==> config.mk <==
export PLATFORM = sky130hd
export DESIGN_NAME = ilace_sync_gen
export DESIGN_NICKNAME = d
export VERILOG_FILES = /design/src/rtl/isg_pkg.sv /design/src/rtl/isg_hseq.sv /design/src/rtl/isg_vseq.sv /design/src/rtl/ilace_sync_gen.sv
export SDC_FILE = /design/constraint.sdc
export NUM_CORES = 1
export LEC_CHECK = 0
export ABC_CLOCK_PERIOD_IN_PS = 17200
export BUFFER_PORTS_ARGS = -buffer_cell sky130_fd_sc_hd__buf_2
export CORE_AREA = 5 5 136 138
export DETAILED_ROUTE_END_ITERATION = 10
export DIE_AREA = 0 0 141 143
export PLACE_DENSITY_LB_ADDON = 0.15
export SYNTH_ARGS = -nofsm -noshare
export SYNTH_HDL_FRONTEND = slang
export SYNTH_SLANG_ARGS = --single-unit
export TNS_END_PERCENT = 10
==> constraint.sdc <==
create_clock -name clk -period 17.2 [get_ports clk]
set_input_delay 2.58 -clock clk [delete_from_list [all_inputs] [get_ports clk]]
set_output_delay 2.58 -clock clk [all_outputs]
set_load 0.005 [all_outputs]
==> src/rtl/isg_pkg.sv <==
package isg_pkg;
    typedef enum logic [1:0] {H_SYNC, H_BACK, H_ACT, H_FRONT} hphase_e;
    typedef enum logic [1:0] {V_SYNC, V_BACK, V_ACT, V_FRONT} vphase_e;
    typedef enum logic       {T_IDLE, T_RUN} run_e;
endpackage

==> src/rtl/isg_hseq.sv <==
module isg_hseq
    import isg_pkg::*;
#(
    parameter int HW = 8,
    localparam int PW = HW + 3
) (
    input  logic          clk,
    input  logic          rst_n,
    input  logic          en,
    input  logic          start,
    input  logic          ld_req,
    input  logic [HW-1:0] cfg_pw,
    input  logic [HW-1:0] cfg_bp,
    input  logic [HW-1:0] cfg_act,
    input  logic [HW-1:0] cfg_fp,
    output hphase_e       ph_nxt,
    output logic [PW-1:0] pos_nxt,
    output logic          tick_nxt,
    output logic          lstart_nxt
);
    hphase_e       ph;
    logic [HW-1:0] cnt, cnt_n, lim;
    logic [PW-1:0] pos, line_len, half;
    logic [HW-1:0] s_pw, s_bp, s_act, s_fp;
    logic          wrap;

    assign line_len = PW'(s_pw) + PW'(s_bp) + PW'(s_act) + PW'(s_fp) + PW'(4);
    assign half     = line_len >> 1;

    always_comb begin
        unique case (ph)
            H_SYNC:  lim = s_pw;
            H_BACK:  lim = s_bp;
            H_ACT:   lim = s_act;
            H_FRONT: lim = s_fp;
        endcase
    end

    always_comb begin
        ph_nxt  = ph;
        cnt_n   = cnt + 1'b1;
        pos_nxt = pos + 1'b1;
        wrap    = 1'b0;
        if (!en || start) begin
            ph_nxt  = H_SYNC;
            cnt_n   = '0;
            pos_nxt = '0;
        end else if (cnt == lim) begin
            cnt_n = '0;
            unique case (ph)
                H_SYNC:  ph_nxt = H_BACK;
                H_BACK:  ph_nxt = H_ACT;
                H_ACT:   ph_nxt = H_FRONT;
                H_FRONT: begin
                    ph_nxt  = H_SYNC;
                    pos_nxt = '0;
                    wrap    = 1'b1;
                end
            endcase
        end
    end

    assign lstart_nxt = wrap;
    assign tick_nxt   = wrap || (en && !start && (pos_nxt == half));

    always_ff @(posedge clk or negedge rst_n) begin
        if (!rst_n) begin
            ph  <= H_SYNC;
            cnt <= '0;
            pos <= '0;
        end else begin
            ph  <= ph_nxt;
            cnt <= cnt_n;
            pos <= pos_nxt;
        end
    end

    always_ff @(posedge clk or negedge rst_n) begin
        if (!rst_n) begin
            s_pw  <= '0;
            s_bp  <= '0;
            s_act <= '0;
            s_fp  <= '0;
        end else if (en && (start || (wrap && ld_req))) begin
            s_pw  <= cfg_pw;
            s_bp  <= cfg_bp;
            s_act <= cfg_act;
            s_fp  <= cfg_fp;
        end
    end

    // the active phase never starts before sync and back wait are over
    p_act_after_bp_r2: assert property (@(posedge clk) disable iff (!rst_n)
        (ph == H_ACT) |-> (pos >= PW'(s_pw) + PW'(s_bp) + PW'(2)));

    // a line origin is always inside the sync phase
    p_origin_in_sync_r2: assert property (@(posedge clk) disable iff (!rst_n)
        (pos == '0) |-> (ph == H_SYNC));
endmodule

==> src/rtl/isg_vseq.sv <==
module isg_vseq
    import isg_pkg::*;
#(
    parameter int VW = 9,
    localparam int QW = VW + 3
) (
    input  logic          clk,
    input  logic          rst_n,
    input  logic          en,
    input  logic          start,
    input  logic          tick,
    input  logic          ilace,
    input  logic [VW-1:0] odd_pw,
    input  logic [VW-1:0] odd_bp,
    input  logic [VW-1:0] odd_act,
    input  logic [VW-1:0] odd_fp,
    input  logic [VW-1:0] evn_pw,
    input  logic [VW-1:0] evn_bp,
    input  logic [VW-1:0] evn_act,
    input  logic [VW-1:0] evn_fp,
    output vphase_e       ph_nxt,
    output logic [QW-1:0] pos_nxt,
    output logic          field_nxt,
    output logic          fstart_nxt
);
    vphase_e       ph;
    logic [VW-1:0] cnt, cnt_n, lim;
    logic [QW-1:0] pos;
    logic          field;
    logic [VW-1:0] s_pw, s_bp, s_act, s_fp;

    always_comb begin
        unique case (ph)
            V_SYNC:  lim = s_pw;
            V_BACK:  lim = s_bp;
            V_ACT:   lim = s_act;
            V_FRONT: lim = s_fp;
        endcase
    end

    always_comb begin
        ph_nxt     = ph;
        cnt_n      = cnt;
        pos_nxt    = pos;
        field_nxt  = field;
        fstart_nxt = 1'b0;
        if (!en || start) begin
            ph_nxt    = V_SYNC;
            cnt_n     = '0;
            pos_nxt   = '0;
            field_nxt = 1'b1;
        end else if (tick) begin
            cnt_n   = cnt + 1'b1;
            pos_nxt = pos + 1'b1;
            if (cnt == lim) begin
                cnt_n = '0;
                unique case (ph)
                    V_SYNC:  ph_nxt = V_BACK;
                    V_BACK:  ph_nxt = V_ACT;
                    V_ACT:   ph_nxt = V_FRONT;
                    V_FRONT: begin
                        ph_nxt     = V_SYNC;
                        pos_nxt    = '0;
                        fstart_nxt = 1'b1;
                        field_nxt  = ilace ? ~field : 1'b1;
                    end
                endcase
            end
        end
    end

    always_ff @(posedge clk or negedge rst_n) begin
        if (!rst_n) begin
            ph    <= V_SYNC;
            cnt   <= '0;
            pos   <= '0;
            field <= 1'b1;
        end else begin
            ph    <= ph_nxt;
            cnt   <= cnt_n;
            pos   <= pos_nxt;
            field <= field_nxt;
        end
    end

    always_ff @(posedge clk or negedge rst_n) begin
        if (!rst_n) begin
            s_pw  <= '0;
            s_bp  <= '0;
            s_act <= '0;
            s_fp  <= '0;
        end else if (en && (start || fstart_nxt)) begin
            s_pw  <= field_nxt ? odd_pw  : evn_pw;
            s_bp  <= field_nxt ? odd_bp  : evn_bp;
            s_act <= field_nxt ? odd_act : evn_act;
            s_fp  <= field_nxt ? odd_fp  : evn_fp;
        end
    end

    // the field origin always falls inside the vertical pulse
    p_origin_in_pulse_r3: assert property (@(posedge clk) disable iff (!rst_n)
        (pos == '0) |-> (ph == V_SYNC));

    // the field indicator only moves at a field origin
    p_field_moves_at_origin_r7: assert property (@(posedge clk) disable iff (!rst_n)
        !$stable(field) |-> (pos == '0));

    // without interlace an odd field is followed by an odd field
    p_odd_repeats_r8: assert property (@(posedge clk) disable iff (!rst_n)
        (!ilace && field) |=> field);
endmodule

==> src/rtl/ilace_sync_gen.sv <==
module ilace_sync_gen
    import isg_pkg::*;
#(
    parameter int HW = 8,
    parameter int VW = 9,
    localparam int PW = HW + 3,
    localparam int QW = VW + 3
) (
    input  logic          clk,
    input  logic          rst_n,
    input  logic          tv_en,
    input  logic          ilace,
    input  logic [HW-1:0] h_pw,
    input  logic [HW-1:0] h_bp,
    input  logic [HW-1:0] h_act,
    input  logic [HW-1:0] h_fp,
    input  logic [VW-1:0] vo_pw,
    input  logic [VW-1:0] vo_bp,
    input  logic [VW-1:0] vo_act,
    input  logic [VW-1:0] vo_fp,
    input  logic [VW-1:0] ve_pw,
    input  logic [VW-1:0] ve_bp,
    input  logic [VW-1:0] ve_act,
    input  logic [VW-1:0] ve_fp,
    output logic          hsync_n,
    output logic          vsync_n,
    output logic          de,
    output logic          field_odd,
    output logic [PW-1:0] hpos,
    output logic [QW-1:0] vpos
);
    run_e          st, st_n;
    logic          start, pend;
    hphase_e       hph_n;
    vphase_e       vph_n;
    logic [PW-1:0] hpos_n;
    logic [QW-1:0] vpos_n;
    logic          tick_n, lstart_n, field_n, fstart_n;

    assign start = tv_en && (st == T_IDLE);

    always_comb begin
        unique case (st)
            T_IDLE: st_n = tv_en ? T_RUN : T_IDLE;
            T_RUN:  st_n = tv_en ? T_RUN : T_IDLE;
        endcase
    end

    always_ff @(posedge clk or negedge rst_n) begin
        if (!rst_n) st <= T_IDLE;
        else        st <= st_n;
    end

    // horizontal reload waits for a line start once a field has begun
    always_ff @(posedge clk or negedge rst_n) begin
        if (!rst_n) pend <= 1'b0;
        else        pend <= tv_en && !start && (pend || fstart_n) && !lstart_n;
    end

    isg_hseq #(.HW(HW)) hseq_i (
        .clk        (clk),
        .rst_n      (rst_n),
        .en         (tv_en),
        .start      (start),
        .ld_req     (pend || fstart_n),
        .cfg_pw     (h_pw),
        .cfg_bp     (h_bp),
        .cfg_act    (h_act),
        .cfg_fp     (h_fp),
        .ph_nxt     (hph_n),
        .pos_nxt    (hpos_n),
        .tick_nxt   (tick_n),
        .lstart_nxt (lstart_n)
    );

    isg_vseq #(.VW(VW)) vseq_i (
        .clk        (clk),
        .rst_n      (rst_n),
        .en         (tv_en),
        .start      (start),
        .tick       (tick_n),
        .ilace      (ilace),
        .odd_pw     (vo_pw),
        .odd_bp     (vo_bp),
        .odd_act    (vo_act),
        .odd_fp     (vo_fp),
        .evn_pw     (ve_pw),
        .evn_bp     (ve_bp),
        .evn_act    (ve_act),
        .evn_fp     (ve_fp),
        .ph_nxt     (vph_n),
        .pos_nxt    (vpos_n),
        .field_nxt  (field_n),
        .fstart_nxt (fstart_n)
    );

    always_ff @(posedge clk or negedge rst_n) begin
        if (!rst_n) begin
            hsync_n   <= 1'b1;
            vsync_n   <= 1'b1;
            de        <= 1'b0;
            field_odd <= 1'b1;
            hpos      <= '0;
            vpos      <= '0;
        end else begin
            hsync_n   <= !(tv_en && (hph_n == H_SYNC));
            vsync_n   <= !(tv_en && (vph_n == V_SYNC));
            de        <= tv_en && (hph_n == H_ACT) && (vph_n == V_ACT);
            field_odd <= field_n;
            hpos      <= hpos_n;
            vpos      <= vpos_n;
        end
    end

    // a low enable parks every output on the next clock
    p_idle_when_off_r1: assert property (@(posedge clk) disable iff (!rst_n)
        !tv_en |=> (hsync_n && vsync_n && !de && field_odd && hpos == '0 && vpos == '0));

    // the picture strobe never overlaps either sync pulse
    p_de_clear_of_sync_r6: assert property (@(posedge clk) disable iff (!rst_n)
        de |-> (hsync_n && vsync_n));
endmodule

==> results_dict.tcl, run 1 <==
set metrics [dict create \
    timing.fmax_mhz 146.2 \
    synth_cells 670 \
    syn2layout_area_growth_pct 19.07 \
    antenna_found_initial 0 \
    hold_class "flip-flop to flip-flop" \
    grt_max_degree 77 \
    setup.worst_path.start_class "flip-flop" \
    yosysTopAreaCell "dfrtp_1" \
    grtUsageTotal 0.1829 \
    drt_pre_antenna_iters 6 \
    postCtsSetupBuffers 0 \
    critPathKind "flip-flop to flip-flop" \
    max_cap_violations 0 \
    cts_tree "yes" \
    status "finished, final reports clean" \
    ys_ff_latch 118 \
    cts_sinks 118 \
    crit_arrival_ns 7.15 \
    clk_latency_ns 0.42 \
    synth_commonest_cells "dfrtp_1 (115), mux2_2 (49), inv_1 (46), mux2i_1 (40), mux2_4 (38)" \
    gp_congestion 0.8718 \
    num_vias 5603 \
    ctsResizeCount 0 \
    synth_top_area_share 0.3820 \
    synth_seq_area_share 0.3925 \
    chipWidth_um 141 \
    vias_per_cell 5.388 \
    maxSlewViolCount 0 \
    synthDistinctLibCells 64 \
    syn-num-nets 823 \
    fin_crit_ns 6.838 \
    synth_most_common_cell "dfrtp_1" \
    ir_drop_mv 0.08433 \
    end_kind "flip-flop" \
    ys.flop_type "dfrtp_1" \
    grt_pass1_wl_mm 29.75 \
    n_fill_cell 1544 \
    overflow 0 \
    row_count 48 \
    holdBufCountCts 0 \
    yosys_warnings 0 \
    grt_pass1_vias 5976 \
    rsz0062_at_grt "false" \
    diodes 0 \
    ioPinCount 135 \
    ant_nets 0 \
    htree_num_levels 4 \
    layout.nets 955 \
    power.density_nw_per_um2 132.4 \
    ys_top_cells_by_area "dfrtp_1 (38%), mux2_4 (7.6%), mux2_2 (7.3%)" \
    slew_headroom 0.3489 \
    start_util 0.4417 \
    min_period_over_period 0.3975 \
    route.detailed.drc 0 \
    path_max_fanout 36 \
    coreArea_um2 17060 \
    worstPathRequired_ns 17.51 \
    fin_worst_skew_ns 0.009870 \
    synth_edf_count 0 \
    hold_viol_final 0 \
    dieHeight_um 143 \
    dr.first_iter.drc_count 356 \
    setup_viol 0 \
    layout-drive-gt1-share 0.3387 \
    leakagePower_nw 4.334 \
    syn_area_um2 7533 \
    cts_buffers 17 \
    post_drt_wl_per_cell_um 17.29 \
    drt-total-wl_mm 17.98 \
    clk_pin_slew_ns 0.06 \
    dp.final_hpwl_mm 13.48 \
    cts-root-buf "clkbuf_16" \
    multi_input_area_um2 4224 \
    regArea_um2 2957 \
    port_buffers 134 \
    finalPower_mw 1.187 \
    async_reset_ff_frac 1.000 \
    tightest_slew_ns 0.9767 \
    cts_buffer_depth 2 \
    floorplan.die_area_um2 20160 \
    setup-tns-final_ns 0 \
    syn_area_per_cell_um2 11.24 \
]
==> metal layers <==
metal	wire length, um	share of wire	GRT usage	vias to the layer above
met2	8383	0.47	0.2896	158
met1	8396	0.47	0.2499	2723
met5	0	0	0	-
li1	-	-	-	2701
met4	244	0.014	0.06425	0
met3	955	0.053	0.03952	21
==> cells by family after synthesis <==
kind of cell,share of synthesized area
flip-flops,0.3925
multiplexers,0.2021
buffers and inverters,0.04684
XOR/XNOR,0.05580
AO/OA/AOI/OAI,0.1171
adder cells (fa/ha/maj),0.08371
AND/OR/NAND/NOR,0.1020
==> worst max-delay path, stage by stage (launching register included) <==
cell and delay (ns):
dfrtp_1 0.38, ha_1 0.19, inv_1 0.06, fa_1 0.39, inv_1 0.07, a21oi_1 0.06, o21bai_1 0.22, a21oi_1 0.11
o21bai_1 0.23, xor2_1 0.23, fa_1 0.44, ha_1 0.31, ha_1 0.39, and3_1 0.21, a2111oi_0 0.55, o21ai_0 0.18
and2_1 0.21, o31ai_1 0.22, a41oi_1 0.28, nor3_2 0.69, o21ai_1 0.20, a21oi_4 0.17, buf_4 0.51, mux2_2 0.40
==> cell type report <==
cell class	instances	area share
clock buffer	19	0.05050
clock inverter	13	0.01911
inverter	46	0.01925
multi-input combinational	480	0.4709
sequential	118	0.3296
tap	225	0.03139
timing repair buffer	139	0.07923
==> path summary, 6_finish.rpt <==
check	from	slack, ns	cells past startpoint	to
worst max-delay path	hseq_i.s_bp[0]	10.36	23	vseq_i.s_bp[2]
min in group asynchronous	rst_n	2.14	1	hseq_i.pos[7]
max in group asynchronous	rst_n	13.69	2	st
worst min-delay path	pend	0.50	2	pend
worst min register to register	pend	0.50	2	pend
worst max register to register	hseq_i.s_bp[0]	10.36	23	vseq_i.s_bp[2]
==> where the power goes <==
group / internal (mW) / switching (mW)
clock network: 0.237 / 0.135
registers: 0.303 / 0.0198
logic: 0.217 / 0.275
==> layout by cell type (no fill, tap or decap), drive strengths merged, types with 4 or more instances in the layout <==
cell type    n
xnor2       26
clkbuf      19
o21ai       29
a21oi       17
nor3        11
o21bai       5
inv         49
mux2i       40
nand4        6
ha          36
nand3       21
fa           9
nor2        37
clkinv       5
nor2b        6
buf        139
and3        13
nor3b        4
a222oi      17
xor2        22
and2         4
mux2        87
nand2       23
a21o        14
o2bb2ai      5
dfrtp      115
==> flip-flops by register name, indices dropped and copies added (netlist names), 2 cells and up <==
register      cells
hseq_i.cnt        8
hseq_i.ph         2
hseq_i.pos       11
hseq_i.s_act      8
hseq_i.s_bp       8
hseq_i.s_fp       8
hseq_i.s_pw       8
vseq_i.cnt        9
vseq_i.ph         2
vseq_i.pos       12
vseq_i.s_act      9
vseq_i.s_bp       9
vseq_i.s_fp       9
vseq_i.s_pw       9
==> metrics by stage <==
| step | setup slack (ns) | area [um2] | util | hold slack (ns) | instances |
|---|---|---|---|---|---|
| final | 10.36 | 8970 | 0.5259 | 0.4986 | 1040 |
| after global routing | 9.971 | 8970 | 0.5259 | 0.5233 | 1040 |
| after CTS | 10.44 | 8970 | 0.5259 | 0.5025 | 1040 |
| after detailed placement | 10.46 | 8346 | 0.4893 | 0.4888 | 1008 |
| after global placement | 10.66 | 8346 | 0.4893 | 0.4778 | 1008 |
| after floorplan | 11.64 | 7533 | - | 0.4574 | 670 |
Power figures use the tool's default switching activity.
==> inputs of run 2 (changes only) <==
--- a/config.mk
+++ b/config.mk
@@ -5,11 +5,12 @@
 export SDC_FILE = /design/constraint.sdc
 export NUM_CORES = 1
 export LEC_CHECK = 0
-export ABC_CLOCK_PERIOD_IN_PS = 17200
+export ABC_AREA = 1
+export ABC_CLOCK_PERIOD_IN_PS = 6100
 export BUFFER_PORTS_ARGS = -buffer_cell sky130_fd_sc_hd__buf_2
-export CORE_AREA = 5 5 136 138
+export CORE_AREA = 5 5 141 143
 export DETAILED_ROUTE_END_ITERATION = 10
-export DIE_AREA = 0 0 141 143
+export DIE_AREA = 0 0 146 148
 export PLACE_DENSITY_LB_ADDON = 0.15
 export SYNTH_ARGS = -nofsm -noshare
 export SYNTH_HDL_FRONTEND = slang
==> constraint.sdc (replaced) <==
create_clock -name clk -period 6.1 [get_ports clk]
set_input_delay 0.915 -clock clk [delete_from_list [all_inputs] [get_ports clk]]
set_output_delay 0.915 -clock clk [all_outputs]
set_load 0.005 [all_outputs]
==> results_dict.tcl, run 2 <==
set metrics [dict create \
    status "finished, final reports clean" \
    ioPinCount 135 \
    cp_cell_sequence "ha_1 > inv_1 > fa_1 > o21ai_0 > a21oi_1 > o21ai_0 > xnor2_1 > inv_1 > fa_1 > ha_1 > ha_1 > inv_1 > o311ai_0 > xor2_1 > xnor2_1 > nor2_2 > nand2_4 > nand2_4 > nand2_4 > nand2_2 > nand2_2 > buf_4 > nand3_1 > nand2_1" \
    min_period_over_period 0.8907 \
    timing.fmax_mhz 184.0 \
    setup_viol 0 \
    largest_reg_flops 12 \
    final_common_cell "nand2_1" \
    grt_max_degree 71 \
    grt_pass1_wl_mm 34.18 \
    met1_usage 0.2835 \
    antenna_found_initial 0 \
    syn-num-nets 1249 \
    gp_congestion 0.8160 \
    setup-tns-final_ns 0 \
    synth_cells 1096 \
    postCtsSetupBuffers 0 \
    post_drt_wl_per_cell_um 13.57 \
    slew_headroom 0.4723 \
    cts_buffers 17 \
    grtUsageTotal 0.1899 \
    syn_area_per_cell_um2 7.395 \
    grt_pass1_vias 6974 \
    finalPower_mw 2.793 \
    cts_buffer_depth 2 \
    synth_top_area_share 0.3550 \
    use_met2 0.2826 \
    layout-drive-gt1-share 0.1747 \
    syn2layout_area_growth_pct 16.02 \
    path_max_fanout 38 \
    dr.first_iter.drc_count 379 \
    busiest_layer "met1" \
    largest_register "vseq_i.pos" \
    use_met3 0.03403 \
    synth_seq_area_share 0.3648 \
    yosys_warnings 0 \
    fin_crit_ns 5.433 \
    layout.nets 1359 \
    coreArea_um2 18460 \
    async_reset_ff_frac 1.000 \
    chipWidth_um 146 \
    critPathKind "flip-flop to flip-flop" \
    rsz0062_at_grt "false" \
    floorplan.die_area_um2 21610 \
    synth_edf_count 0 \
    row_count 50 \
    htree_num_levels 4 \
    holdBufCountCts 0 \
    top_regs "vseq_i.pos x12, hseq_i.pos x11" \
    yosysTopAreaCell "dfrtp_1" \
    drt-total-wl_mm 19.72 \
    multi_input_area_um2 4165 \
    synthDistinctLibCells 46 \
    synth_most_common_cell "nand2_1" \
    max_cap_violations 0 \
    start_util 0.4392 \
    fin_worst_skew_ns 0.01222 \
    end_kind "flip-flop" \
    cts_sinks 118 \
    n_fill_cell 1846 \
    ctsResizeCount 0 \
    clk_latency_ns 0.42 \
    cts-root-buf "clkbuf_16" \
    vias_per_cell 4.919 \
    power.density_nw_per_um2 297.0 \
    crit_arrival_ns 5.79 \
    leakagePower_nw 5.108 \
    ys_ff_latch 118 \
    tightest_slew_ns 0.7915 \
    overflow 0 \
    maxSlewViolCount 0 \
    syn_area_um2 8105 \
    drt_pre_antenna_iters 5 \
    ys.flop_type "dfrtp_1" \
    cpPeakStageDelay_ns 0.43 \
    hold_viol_final 0 \
    r2r_slack_ns 0.67 \
    cts_tree "yes" \
    hold_class "flip-flop to flip-flop" \
    cp_slowest_cell "o311ai_0" \
    synth_commonest_cells "nand2_1 (305), inv_1 (171), nand3_1 (142), dfrtp_1 (115), nor2_1 (44)" \
    clk_pin_slew_ns 0.06 \
    ant_nets 0 \
    dieHeight_um 148 \
    setup.worst_path.start_class "flip-flop" \
    route.detailed.drc 0 \
    num_vias 7147 \
    worstPathRequired_ns 6.46 \
    dp.final_hpwl_mm 14.35 \
    ys_top_cells_by_area "dfrtp_1 (36%), nand2_1 (14%), nand3_1 (8.8%)" \
    layout_common_cells "nand2_1 (304), inv_1 (171), nand3_1 (142)" \
    ir_drop_mv 0.1852 \
    regArea_um2 2957 \
    port_buffers 134 \
    diodes 0 \
]
==> run 2: cell count changes after synthesis, moves of 19 or more <==
cell     delta
nand2_1   +282
nand3_1   +121
mux2i_1    -40
mux2_2     -49
inv_1     +125
buf_2      +19
mux2_4     -38
nand4_1    +38
==> run 2: final timing paths <==
| path | start | to | cells past startpoint |
|---|---|---|---|
| setup / recovery | hseq_i.s_pw[0] | hseq_i.s_pw[7] | 24 |
| hold reg to reg | hseq_i.cnt[0] | hseq_i.cnt[0] | 1 |
| min in group asynchronous | rst_n | hseq_i.pos[1] | 1 |
| max in group asynchronous | rst_n | hseq_i.ph[1] | 2 |
| setup reg to reg | hseq_i.s_pw[0] | hseq_i.s_pw[7] | 24 |
| hold / removal | hseq_i.cnt[0] | hseq_i.cnt[0] | 1 |
==> run 2: critical path: cells and delay by family, from the launching register on <==
family          cells  cell delay (ns)
compound gates      4             1.13
xor+xnor            3             0.54
fa+ha+maj           5             1.62
buf+inv             4             0.55
flops               1             0.38
simple gates        8             1.12
==> run 2: stage by stage <==
step	cells	util	setup slack (ns)	cell area, um2	hold slack [ns]
6_report	1453	0.5096	0.6666	9404	0.4912
3_3_place_gp	1421	0.4771	0.7121	8805	0.4771
3_5_place_dp	1421	0.4771	0.6465	8805	0.4832
2_1_floorplan	1096	-	1.640	8105	0.4543
5_1_grt	1453	0.5096	0.1771	9404	0.5124
4_1_cts	1453	0.5096	0.6268	9404	0.4911
==> run 2: cell type report <==
class / count / area share
Tap cell: 234 / 0.03113
Clock buffer: 19 / 0.04816
Multi-Input combinational cell: 751 / 0.4429
Timing Repair Buffer: 141 / 0.07717
Clock inverter: 13 / 0.01557
Sequential cell: 118 / 0.3144
Inverter: 177 / 0.07065
==> run 2: cells by family after synthesis <==
family                     share of synthesized area
buffers and inverters                         0.1216
DFF                                           0.3648
AOI/OAI and AO/OA                            0.05619
and+or+nand+nor                               0.3364
xor gates and xnor gates                     0.04322
adders and majority gates                    0.07780
==> run 2: routing by layer <==
layer,wire (um),vias to the layer above,share of wire
li1,-,3716,-
met1,10200,3276,0.52
met5,0,-,0
met2,8482,139,0.43
met3,812,16,0.041
met4,224,0,0.011
==> run 2: where the power goes <==
group / switching [mW] / internal (mW)
Combinational: 0.517 / 0.369
Clock: 0.386 / 0.626
Sequential: 0.0510 / 0.844
